File: src/rtl/acg_pkg.sv
package acg_pkg;
   localparam int PERM_W     = 16;
   localparam int NUM_BASE   = 8;
   localparam int NUM_CTR    = 3;
   localparam int NUM_SLOT   = NUM_BASE + NUM_CTR;
   localparam int ADDR_WPERM = 12;
   localparam int ADDR_RPERM = 13;
   localparam logic [PERM_W-1:0] RSVD_ONES = 16'hF800;

   // Protected slot order: bit i of a permission register guards slot i
   typedef enum logic [3:0] {
      SLOT_IRQ_EN  = 4'd0,
      SLOT_LOCK    = 4'd1,
      SLOT_STATUS  = 4'd2,
      SLOT_CTRL    = 4'd3,
      SLOT_COMP    = 4'd4,
      SLOT_ALARM   = 4'd5,
      SLOT_PRESC   = 4'd6,
      SLOT_SECONDS = 4'd7,
      SLOT_CNT_HI  = 4'd8,
      SLOT_CNT_LO  = 4'd9,
      SLOT_CNT_EN  = 4'd10
   } slot_e;
endpackage

File: src/rtl/acg_perm_reg.sv
module acg_perm_reg #(
   parameter int W = 16,
   parameter logic [W-1:0] KEEP = '1,
   parameter logic [W-1:0] FILL = '0
) (
   input  logic         clk,
   input  logic         rst_n,
   input  logic         wr,
   input  logic [W-1:0] wdata,
   output logic [W-1:0] q
);
   logic [W-1:0] bits_q;

   // clear-only storage: a write can lower bits, never raise them
   always_ff @(posedge clk or negedge rst_n) begin
      if (!rst_n)  bits_q <= KEEP;
      else if (wr) bits_q <= bits_q & wdata & KEEP;
   end

   assign q = (bits_q & KEEP) | FILL;
endmodule

File: src/rtl/acg_reg_bank.sv
module acg_reg_bank #(
   parameter int DW    = 32,
   parameter int NSLOT = 11,
   parameter int NLIVE = 11
) (
   input  logic                      clk,
   input  logic                      rst_n,
   input  logic [NSLOT-1:0]          we,
   input  logic [DW-1:0]             wdata,
   output logic [NSLOT-1:0][DW-1:0]  q
);
   for (genvar i = 0; i < NSLOT; i++) begin : g_slot
      if (i < NLIVE) begin : g_live
         logic [DW-1:0] word_q;
         always_ff @(posedge clk or negedge rst_n) begin
            if (!rst_n)     word_q <= '0;
            else if (we[i]) word_q <= wdata;
         end
         assign q[i] = word_q;
      end else begin : g_absent
         logic unused_we;
         assign unused_we = we[i];
         assign q[i] = '0;
      end
   end
endmodule

File: src/rtl/acg_gate.sv
module acg_gate
   import acg_pkg::*;
#(
   parameter int DW      = 32,
   parameter int AW      = 4,
   parameter bit HAS_CTR = 1'b1
) (
   input  logic          clk,
   input  logic          sys_rst_n,
   input  logic          dom_rst_n,
   input  logic          wr_en,
   input  logic          rd_en,
   input  logic [AW-1:0] addr,
   input  logic [DW-1:0] wdata,
   output logic          rd_valid,
   output logic [DW-1:0] rd_data,
   output logic          blocked
);
   localparam int SW    = $clog2(NUM_SLOT);
   localparam int NLIVE = NUM_BASE + (HAS_CTR ? NUM_CTR : 0);
   localparam logic [PERM_W-1:0] VALID =
      (PERM_W'(1) << NLIVE) - PERM_W'(1);

   if (DW < PERM_W) begin : g_bad_dw
      $error("acg_gate: DW must be at least PERM_W");
   end
   if (AW < SW || (2 ** AW) <= ADDR_RPERM) begin : g_bad_aw
      $error("acg_gate: AW too small for the address map");
   end

   logic [PERM_W-1:0]           wperm, rperm;
   logic [NUM_SLOT-1:0][DW-1:0] bank_q;
   logic [NUM_SLOT-1:0]         slot_we;
   logic                        bank_rst_n;
   logic                        is_slot, is_wperm, is_rperm;
   logic [SW-1:0]               sel;
   logic                        wbit, rbit;
   logic [DW-1:0]               slot_word, rd_d;
   logic                        blk_d;

   assign sel      = addr[SW-1:0];
   assign is_slot  = (addr < AW'(NUM_SLOT));
   assign is_wperm = (addr == AW'(ADDR_WPERM));
   assign is_rperm = (addr == AW'(ADDR_RPERM));

   always_comb begin
      wbit      = 1'b0;
      rbit      = 1'b0;
      slot_word = '0;
      for (int i = 0; i < NUM_SLOT; i++) begin
         if (sel == SW'(i)) begin
            wbit      = wperm[i];
            rbit      = rperm[i];
            slot_word = bank_q[i];
         end
      end
   end

   acg_perm_reg #(.W(PERM_W), .KEEP(VALID), .FILL(RSVD_ONES)) u_wperm (
      .clk   (clk),
      .rst_n (sys_rst_n),
      .wr    (wr_en && is_wperm),
      .wdata (wdata[PERM_W-1:0]),
      .q     (wperm)
   );

   acg_perm_reg #(.W(PERM_W), .KEEP(VALID), .FILL(RSVD_ONES)) u_rperm (
      .clk   (clk),
      .rst_n (sys_rst_n),
      .wr    (wr_en && is_rperm),
      .wdata (wdata[PERM_W-1:0]),
      .q     (rperm)
   );

   always_comb begin
      for (int i = 0; i < NUM_SLOT; i++) begin
         slot_we[i] = wr_en && is_slot && (sel == SW'(i)) && wperm[i];
      end
   end

   assign bank_rst_n = sys_rst_n & dom_rst_n;

   acg_reg_bank #(.DW(DW), .NSLOT(NUM_SLOT), .NLIVE(NLIVE)) u_bank (
      .clk   (clk),
      .rst_n (bank_rst_n),
      .we    (slot_we),
      .wdata (wdata),
      .q     (bank_q)
   );

   always_comb begin
      rd_d = '0;
      if (is_slot)       rd_d = rbit ? slot_word : '0;
      else if (is_wperm) rd_d = DW'(wperm);
      else if (is_rperm) rd_d = DW'(rperm);
      blk_d = (wr_en && is_slot && !wbit) || (rd_en && is_slot && !rbit);
   end

   always_ff @(posedge clk or negedge sys_rst_n) begin
      if (!sys_rst_n) begin
         rd_valid <= 1'b0;
         rd_data  <= '0;
         blocked  <= 1'b0;
      end else begin
         rd_valid <= rd_en;
         rd_data  <= rd_en ? rd_d : '0;
         blocked  <= blk_d;
      end
   end
endmodule

File: config.mk
export PLATFORM = sky130hd
export DESIGN_NAME = acg_gate
export DESIGN_NICKNAME = d
export VERILOG_FILES = /design/src/rtl/acg_pkg.sv /design/src/rtl/acg_perm_reg.sv /design/src/rtl/acg_reg_bank.sv /design/src/rtl/acg_gate.sv
export SDC_FILE = /design/constraint.sdc
export NUM_CORES = 1
export LEC_CHECK = 0
export CORE_UTILIZATION = 39
export CTS_CLUSTER_SIZE = 12
export DETAILED_ROUTE_END_ITERATION = 6
export GPL_TIMING_DRIVEN = 1
export SYNTH_ARGS = -nofsm -noshare
export SYNTH_HDL_FRONTEND = slang
export SYNTH_SLANG_ARGS = --single-unit
File: constraint.sdc
create_clock -name clk -period 31.4 [get_ports clk]
set_clock_uncertainty 0.05 [all_clocks]
set_input_delay 3.14 -clock clk [delete_from_list [all_inputs] [get_ports clk]]
set_output_delay 3.14 -clock clk [all_outputs]
set_load 0.02 [all_outputs]
==> results.py, run 1 <==
metrics = {
    "global_routing": {
        "grt_usage": 0.237,
        "grt_pass1_wl_mm": 85.1,
        "antenna_found_initial": 0,
        "grt-ovfl-total": 0,
        "grt_pass1_vias": 12900,
        "grt_max_degree": 164,
    },
    "sta": {
        "period_share": 0.196,
        "fin_tns_setup_ns": 0,
        "slew_violations": 0,
        "period_needed_ns": 6.14,
        "rsz0062_at_grt": "no",
        "fmax_ghz": 0.163,
        "tightest_slew_ns": 1.25,
        "slew_headroom": 0.166,
        "setup_violations": 0,
        "hold_viol_final": 0,
    },
    "setup_path": {
        "crit_path_top_delay_cell": "buf_4",
        "cp_data_required_time_ns": 31.79,
        "timing.critical_path.buf_inv": 3,
        "worstSetupStartpointType": "input pin",
        "end_kind": "flip-flop",
        "critical_path_peak_fanout": 51,
        "critPathTopFamily": "buffers and inverters",
        "arrival_ns": 6.53,
        "critPathMostFrequentCell": "buf_4",
        "path_cells": "buf_4 -> buf_4 -> nor2b_4 -> buf_4 -> a21o_1 -> a222oi_1 -> o311ai_4 -> nand2_2 -> o22ai_1",
        "critical-path-max-stage-delay_ns": 0.68,
        "setup.worst_path.class": "input pin to flip-flop",
    },
    "detailed_routing": {
        "route.met2.wl_mm": 25.6,
        "num_vias": 12500,
        "wl_per_cell_um": 26.7,
        "drc": 6,
        "ant_nets": 0,
        "drt_wl_total_mm": 55.9,
        "drt_pass1_iterations": 7,
        "wl_met3_mm": 3.61,
        "viasPerCell": 5.97,
        "drt_iter0_drc": 1136,
        "met1Wirelength_mm": 25.1,
        "top_layer": "met4",
    },
    "floorplan": {
        "die_w_um": 220,
        "die_area_um2": 48600,
        "start_util": 0.397,
        "core_area_um2": 46900,
        "io-pin-count": 75,
        "die_h_um": 220,
        "row_count": 79,
    },
    "synthesis": {
        "synth-seq-cells": 408,
        "yosys.area.top_type": "dfrtp_1",
        "yosysWarnings": 0,
        "ys.flop_type": "dfrtp_1",
        "synth_area_um2": 18600,
        "synthTopCellsByCount": "386 x dfrtp_1, 361 x mux2_2, 77 x clkbuf_1, 56 x a21oi_1, 53 x o21ai_0",
        "synth-seq-area-share": 0.550,
        "netlist_top_cells_area": "dfrtp_1 52%, mux2_2 22%, dfstp_2 3.1%",
        "syn_area_per_cell_um2": 13.0,
        "synthArstFlopShare": 1.00,
        "synth_cell_types": 67,
        "syn_nets": 1478,
        "synth.top_cell.area_share": 0.519,
        "yosysMostFrequentCell": "dfrtp_1",
        "synth_edf_count": 0,
        "synth_cells": 1437,
    },
    "placement": {
        "hpwlAfterDp_mm": 34.3,
        "place_inst": 2017,
        "io_buffers": 74,
        "gp_congestion": 0.867,
    },
    "pwr": {
        "powerDensity_nw_per_um2": 52.3,
        "ir_drop_mv": 0.0311,
        "cellLeakagePower_uw": 0.00995,
    },
    "clock_tree": {
        "tritoncts": "yes",
        "clkSinkCount": 408,
        "clock_path_buffers": 3,
        "cts_root_buf": "clkbuf_16",
        "hold_buffers": 0,
        "insertion_delay_ns": 0.57,
        "path_clk_slew_ns": 0.06,
        "postCtsSetupBuffers": 0,
        "cts-resized-gates": 0,
        "htreeDepth": 2,
        "cts_made_buffers": 44,
    },
    "outcome": {
        "status": "finished with violations",
        "failed_checks": "design-rule violations",
    },
    "job": {
        "cap_violations": 0,
    },
    "cells_and_area": {
        "final-seq-area_um2": 10200,
        "drive_gt1_frac": 0.355,
        "nets": 1497,
        "n_antenna_cell": 0,
        "area_growth_syn_to_layout_pct": 14.2,
        "multiInputGateArea_um2": 7760,
        "final_cell_count_no_fill": 2093,
        "fillers": 4297,
    },
    "min_path": {
        "hp-class": "flip-flop to flip-flop",
    },
}
## registers in the layout, summed over array words and instances (netlist names)
signal,count
u_wperm.bits_q,11
blocked,1
rd_valid,1
u_bank.g_slot.g_live.word_q,352
u_rperm.bits_q,11
rd_data,32
## final timing paths
path | startpoint | to | slack (ns) | depth (start not counted)
worst max-delay path | addr[1] | rd_data[7] | 25.26 | 9
worst min-delay path | u_rperm.bits_q[1] | u_rperm.bits_q[1] | 0.42 | 1
worst max register to register | u_rperm.bits_q[0] | rd_data[7] | 28.66 | 6
worst min register to register | u_rperm.bits_q[1] | u_rperm.bits_q[1] | 0.42 | 1
max in group asynchronous | sys_rst_n | u_bank.g_slot[9].g_live.word_q[12] | 25.35 | 5
min in group asynchronous | sys_rst_n | rd_data[2] | 2.72 | 2
## logic make-up after synthesis
family | share of synthesized area
AO/OA/AOI/OAI | 0.108
AND/OR/NAND/NOR | 0.0491
flip-flops | 0.550
buffers and inverters | 0.0343
multiplexers | 0.258
## placed cells by master, fill, tap and decap left out, types with 22 or more instances in the layout
cell type        count
clkdlybuf4s50_1     69
dfrtp_1            386
o21a_1              24
a22oi_1             26
o21ai_0             53
dfstp_2             22
a21oi_1             56
clkbuf_16           45
nor2_1              33
mux2_2             361
mux2i_1             25
o22ai_1             24
nand2_1             44
buf_4               36
nand3_1             25
## layout make-up
type | count | share of cell area
clock buffer | 72 | 0.0653
multi-input combinational | 881 | 0.365
timing repair buffer | 110 | 0.0478
tap | 607 | 0.0357
clock inverter | 4 | 0.00241
inverter | 11 | 0.00194
sequential | 408 | 0.482
## power breakdown
part	leakage [µW]	internal [µW]	switching, µW	total, µW
Clock	0.000705	308	210	518
Sequential	0.00556	527	0.849	528
Combinational	0.00368	16.9	49.9	66.8
## metal layers
layer / vias up / global-route usage
li1: 5355 / -
met1: 6604 / 0.334
met2: 429 / 0.366
met3: 99 / 0.0459
met4: 0 / 0.0772
met5: - / 0
## stage by stage
stage / hold WS [ns] / utilization / instance area (µm²) / total power (µW) / setup slack, ns
2_1_floorplan: 0.395 / - / 18600 / 573 / 16.75
3_3_place_gp: 0.403 / 0.423 / 19800 / 604 / 24.72
3_5_place_dp: 0.411 / 0.423 / 19800 / 604 / 24.70
4_1_cts: 0.419 / 0.454 / 21300 / 1120 / 25.29
5_1_grt: 0.424 / 0.454 / 21300 / 1150 / 24.83
6_report: 0.419 / 0.454 / 21300 / 1110 / 25.26
Note: power is estimated with default switching activity, not from simulation.
==> inputs of run 2 (changes only) <==
==> constraint.sdc (replaced) <==
create_clock -name clk -period 5.1 [get_ports clk]
set_clock_uncertainty 0.05 [all_clocks]
set_input_delay 0.51 -clock clk [delete_from_list [all_inputs] [get_ports clk]]
set_output_delay 0.51 -clock clk [all_outputs]
set_load 0.02 [all_outputs]
==> run 2 against run 1 <==
Compared with the run above: the flow still finishes with violations (design-rule violations); register-to-register slack got worse by 26 ns; critical path depth fell by 1; largest power group unchanged; cell count rose by 1.2%; largest cell class unchanged; routed wire length rose by 0.61%; non-clock buffer count rose by 19; via count rose by 2.2%; sequential share of layout area fell by 0.51 points; die area did not move; worst hold slack got worse by 0.075 ns; flip-flop and latch count did not move.
==> results.py, run 2 (synthesis results as in run 1) <==
metrics = {
    "global_routing": {
        "grt-ovfl-total": 0,
        "grt_pass1_wl_mm": 85.8,
        "antenna_found_initial": 1,
        "grt_usage": 0.238,
        "grt_pass1_vias": 13100,
        "grt_max_degree": 107,
    },
    "outcome": {
        "failed_checks": "design-rule violations",
        "status": "finished with violations",
    },
    "clock_tree": {
        "cts-resized-gates": 0,
        "path_clk_slew_ns": 0.06,
        "hold_buffers": 1,
        "postCtsSetupBuffers": 0,
        "cts_root_buf": "clkbuf_16",
        "clkSinkCount": 408,
        "cts_made_buffers": 46,
        "insertion_delay_ns": 0.60,
        "htreeDepth": 2,
        "tritoncts": "yes",
        "clock_path_buffers": 3,
    },
    "sta": {
        "hold_viol_final": 0,
        "period_share": 0.609,
        "tightest_slew_ns": 0.889,
        "whs_ns": 0.344,
        "rsz0062_at_grt": "no",
        "fin_tns_setup_ns": 0,
        "fmax_ghz": 0.322,
        "setup_violations": 0,
        "slew_headroom": 0.407,
        "period_needed_ns": 3.11,
        "slew_violations": 0,
    },
    "cells_and_area": {
        "drive_gt1_frac": 0.361,
        "layout_commonest_cell": "dfrtp_1",
        "n_antenna_cell": 0,
        "stdcell_area_um2": 21500,
        "largest_register": "u_bank.g_slot.g_live.word_q",
        "area_growth_syn_to_layout_pct": 15.4,
        "nets": 1518,
        "largest_register_ffs": 352,
        "layout_common_cells": "386 x dfrtp_1, 361 x mux2_2, 69 x clkdlybuf4s50_1, 56 x a21oi_1, 53 x o21ai_0",
        "final_core_util": 0.458,
        "largestRegisters": "u_bank.g_slot.g_live.word_q x352, rd_data x32",
    },
    "job": {
        "cap_violations": 0,
    },
    "detailed_routing": {
        "drt_iter0_drc": 1188,
        "num_vias": 12800,
        "drt_pass1_iterations": 7,
        "drt_wl_total_mm": 56.3,
        "ant_nets": 0,
        "drc": 5,
        "viasPerCell": 6.02,
        "wl_per_cell_um": 26.6,
    },
    "setup_path": {
        "cp_data_required_time_ns": 5.55,
        "setup.worst_path.class": "input pin to flip-flop",
        "critical_path_peak_fanout": 38,
        "critical-path-max-stage-delay_ns": 0.67,
        "crit_path_top_delay_cell": "o311ai_4",
        "path_cells": "buf_4 -> buf_4 -> or3_1 -> o21ai_0 -> o32a_1 -> o311ai_4 -> nand2_2 -> o22ai_1",
        "end_kind": "flip-flop",
        "arrival_ns": 3.56,
        "critPathMostFrequentCell": "buf_4",
        "worstSetupStartpointType": "input pin",
    },
    "floorplan": {
        "die_w_um": 220,
        "io-pin-count": 75,
        "die_h_um": 220,
        "start_util": 0.397,
        "row_count": 79,
        "die_area_um2": 48600,
        "core_area_um2": 46900,
    },
    "pwr": {
        "ir_drop_mv": 0.222,
        "powerDensity_nw_per_um2": 321,
        "cellLeakagePower_uw": 0.0101,
    },
    "placement": {
        "gp_congestion": 0.882,
        "io_buffers": 74,
        "hpwlAfterDp_mm": 35.5,
        "placed_area_um2": 20000,
    },
    "min_path": {
        "hp-class": "input pin to asynchronous set/reset pin",
    },
}
## run 2: final cells by class
type / count / area, µm²
clock buffers: 69 / 1310
clock inverters: 14 / 139
fillers: 4210 / 25400
repair buffers: 129 / 1240
flip-flops and latches: 408 / 10200
well taps: 607 / 759
inverters: 11 / 41.3
multi-input cells: 881 / 7760
## run 2: metrics by stage
step | power (µW) | worst slack [ns] | instances
2_1_floorplan | 3530 | 1.24 | 1437
3_3_place_gp | 3730 | 1.58 | 2035
3_5_place_dp | 3730 | 1.48 | 2035
4_1_cts | 6950 | 2.09 | 2119
5_1_grt | 7110 | 1.94 | 2119
6_report | 6890 | 1.99 | 2119
## run 2: worst max-delay path, delay by kind of cell
family,cells,cell delay [ns]
compound gates,4,1.40
buf+inv,2,0.89
simple gates,2,0.66
## run 2: per-layer routing
layer  track usage  up-vias  wire, µm
met3        0.0401      109      3590
met4        0.0782        2      1620
met1         0.337     6742     25200
met2         0.371      471     25900
met5             0        -        11
li1              -     5436         -
## run 2: worst paths after layout
kind | endpoint | start | slack, ns | cells past startpoint
min reg2reg | u_rperm.bits_q[6] | u_rperm.bits_q[6] | 0.42 | 1
min | u_bank.g_slot[10].g_live.word_q[30] | dom_rst_n | 0.34 | 2
max reg2reg | rd_data[9] | u_rperm.bits_q[0] | 2.44 | 6
max in group asynchronous | u_bank.g_slot[3].g_live.word_q[6] | sys_rst_n | 3.09 | 4
min in group clk | u_rperm.bits_q[6] | u_rperm.bits_q[6] | 0.42 | 1
max | rd_data[9] | addr[1] | 1.99 | 8
## run 2: where the power goes
group	total [µW]	leakage, µW	internal [µW]	switching [µW]
combinational	425	0.00380	112	313
clock	3220	0.000716	1870	1350
sequential	3250	0.00556	3240	3.78
total	6890	0.0101	5230	1660
==> inputs of run 3 (changes only) <==
==> constraint.sdc (replaced) <==
create_clock -name clk -period 2.71 [get_ports clk]
set_clock_uncertainty 0.05 [all_clocks]
set_input_delay 0.271 -clock clk [delete_from_list [all_inputs] [get_ports clk]]
set_output_delay 0.271 -clock clk [all_outputs]
set_load 0.02 [all_outputs]
==> run 3 against run 2 <==
Compared with the run above: the flow still finishes with violations (design-rule violations); first-iteration DRC count shrank 12%; count of clock-buffer cells in the layout grew 6; routed wire length shrank 0.53%; clock power grew 89%; largest cell class unchanged; largest power group unchanged.
==> results.py, run 3 (synthesis results as in run 1) <==
metrics = {
    "outcome": {
        "status": "finished with violations",
        "failed_checks": "design-rule violations",
    },
    "clock_tree": {
        "htreeDepth": 2,
        "cts_root_buf": "clkbuf_16",
        "cts-resized-gates": 0,
        "clkSinkCount": 408,
        "postCtsSetupBuffers": 0,
        "insertion_delay_ns": 0.59,
        "tritoncts": "yes",
        "path_clk_slew_ns": 0.06,
        "clock_path_buffers": 3,
        "cts_made_buffers": 45,
    },
    "floorplan": {
        "die_w_um": 220,
        "core_area_um2": 46900,
        "die_area_um2": 48600,
        "start_util": 0.397,
        "io-pin-count": 75,
        "die_h_um": 220,
        "row_count": 79,
    },
    "sta": {
        "period_needed_ns": 2.29,
        "slew_violations": 0,
        "rsz0062_at_grt": "no",
        "slew_headroom": 0.313,
        "hold_viol_final": 0,
        "tightest_slew_ns": 1.03,
        "whs_ns": 0.163,
        "period_share": 0.846,
        "fin_ws_ns": 0.418,
        "setup_violations": 0,
        "fmax_ghz": 0.436,
    },
    "setup_path": {
        "worstSetupStartpointType": "flip-flop",
        "r2r_slack_ns": 0.42,
        "crit_path_top_delay_cell": "dfstp_2",
        "path_cells": "or3_1 -> o21ai_0 -> o32a_1 -> o311ai_4 -> nand2b_2 -> o32ai_1",
        "critical_path_peak_fanout": 5,
        "timing.critical_path.buf_inv": 0,
        "setup.worst_path.class": "flip-flop to flip-flop",
        "cp_data_required_time_ns": 3.12,
        "critical-path-max-stage-delay_ns": 0.56,
        "arrival_ns": 2.71,
        "end_kind": "flip-flop",
        "critPathTopFamily": "compound AO/OA/AOI/OAI gates",
    },
    "cells_and_area": {
        "largest_register_ffs": 352,
        "fillers": 4184,
        "final-seq-area_um2": 10200,
        "layout_commonest_cell": "dfrtp_1",
        "largest_register": "u_bank.g_slot.g_live.word_q",
        "largestRegisters": "u_bank.g_slot.g_live.word_q x352, rd_data x32",
        "nets": 1559,
        "final_cell_count_no_fill": 2162,
        "stdcell_area_um2": 22000,
        "layout_common_cells": "386 x dfrtp_1, 361 x mux2_2, 76 x buf_4, 69 x clkdlybuf4s50_1, 56 x a21oi_1",
        "area_growth_syn_to_layout_pct": 18.2,
        "n_antenna_cell": 0,
        "final_core_util": 0.470,
        "drive_gt1_frac": 0.381,
        "multiInputGateArea_um2": 7750,
    },
    "detailed_routing": {
        "num_vias": 12800,
        "ant_nets": 0,
        "wl_per_cell_um": 25.9,
        "drc": 5,
        "drt_wl_total_mm": 56.0,
        "drt_pass1_iterations": 7,
        "drt_iter0_drc": 1040,
        "viasPerCell": 5.92,
    },
    "global_routing": {
        "grt-busiest-layer": "met2",
        "grt-ovfl-total": 0,
        "antenna_found_initial": 1,
        "use_met3": 0.0404,
        "grt_use_met2": 0.368,
        "grt_pass1_vias": 13300,
        "grt_max_degree": 47,
        "grt_usage": 0.239,
        "gr-usage-met1": 0.340,
        "grt_pass1_wl_mm": 86.0,
    },
    "pwr": {
        "combinationalPowerShare": 0.065,
        "pwr-share-clk": 0.466,
        "cellLeakagePower_uw": 0.0104,
        "swShare": 0.239,
        "seq_power_share": 0.469,
        "ir_drop_mv": 0.460,
        "powerDensity_nw_per_um2": 593,
        "p_switching_uw": 3120,
        "p_int_uw": 9910,
    },
    "min_path": {
        "hp-class": "input pin to asynchronous set/reset pin",
    },
    "placement": {
        "placed_area_um2": 20500,
        "pre_cts_ws_ns": 0.177,
        "hpwlAfterDp_mm": 36.5,
        "place_inst": 2077,
        "gp_congestion": 0.894,
        "io_buffers": 74,
    },
    "job": {
        "cap_violations": 0,
    },
}
run 3: worst paths after layout:
path | startpoint | cells after the start | to
worst max-delay path | u_rperm.bits_q[0] | 6 | rd_data[15]
worst min-delay path | dom_rst_n | 2 | u_bank.g_slot[0].g_live.word_q[31]
worst max register to register | u_rperm.bits_q[0] | 6 | rd_data[15]
worst min register to register | u_rperm.bits_q[6] | 1 | u_rperm.bits_q[6]
max in group asynchronous | sys_rst_n | 4 | u_bank.g_slot[6].g_live.word_q[6]
min in group clk | rd_en | 1 | rd_valid
run 3: worst reg2reg max path, stage by stage (launching register included):
cell	delay, ns
dfstp_2	0.56
or3_1	0.11
o21ai_0	0.09
o32a_1	0.35
o311ai_4	0.39
nand2b_2	0.23
o32ai_1	0.40
run 3: metal layers:
| metal | wire length (µm) | share of wire |
|---|---|---|
| met1 | 25600 | 0.46 |
| met2 | 25400 | 0.45 |
| met3 | 3160 | 0.056 |
| met4 | 1760 | 0.031 |
| met5 | 9 | 0.00016 |
run 3: power groups by stage:
stage	clock (µW)	combinational (µW)	sequential [µW]
after floorplan	0	410	6230
after global placement	0	842	6220
after detailed placement	0	850	6220
after CTS	6200	853	6110
after global routing	6430	910	6110
final	6070	852	6110
run 3: repair_timing:
item / 4_1_cts / 5_1_grt
hold buffers: 1 / 0
endpoints found under the setup margin: 0 / 0
hold endpoints to repair: 54 / 0
run 3: through the flow:
stage / TNS (ns) / total power (µW)
6_report: 0 / 13000
5_1_grt: 0 / 13500
4_1_cts: 0 / 13200
3_5_place_dp: 0 / 7070
3_3_place_gp: 0 / 7070
2_1_floorplan: -321.08 / 6640
run 3: cell type report:
| type | instances | area share |
|---|---|---|
| Clock buffer | 75 | 0.0640 |
| Multi-Input combinational cell | 881 | 0.352 |
| Clock inverter | 9 | 0.00324 |
| Inverter | 11 | 0.00188 |
| Sequential cell | 408 | 0.465 |
| Timing Repair Buffer | 171 | 0.0785 |
| Tap cell | 607 | 0.0345 |
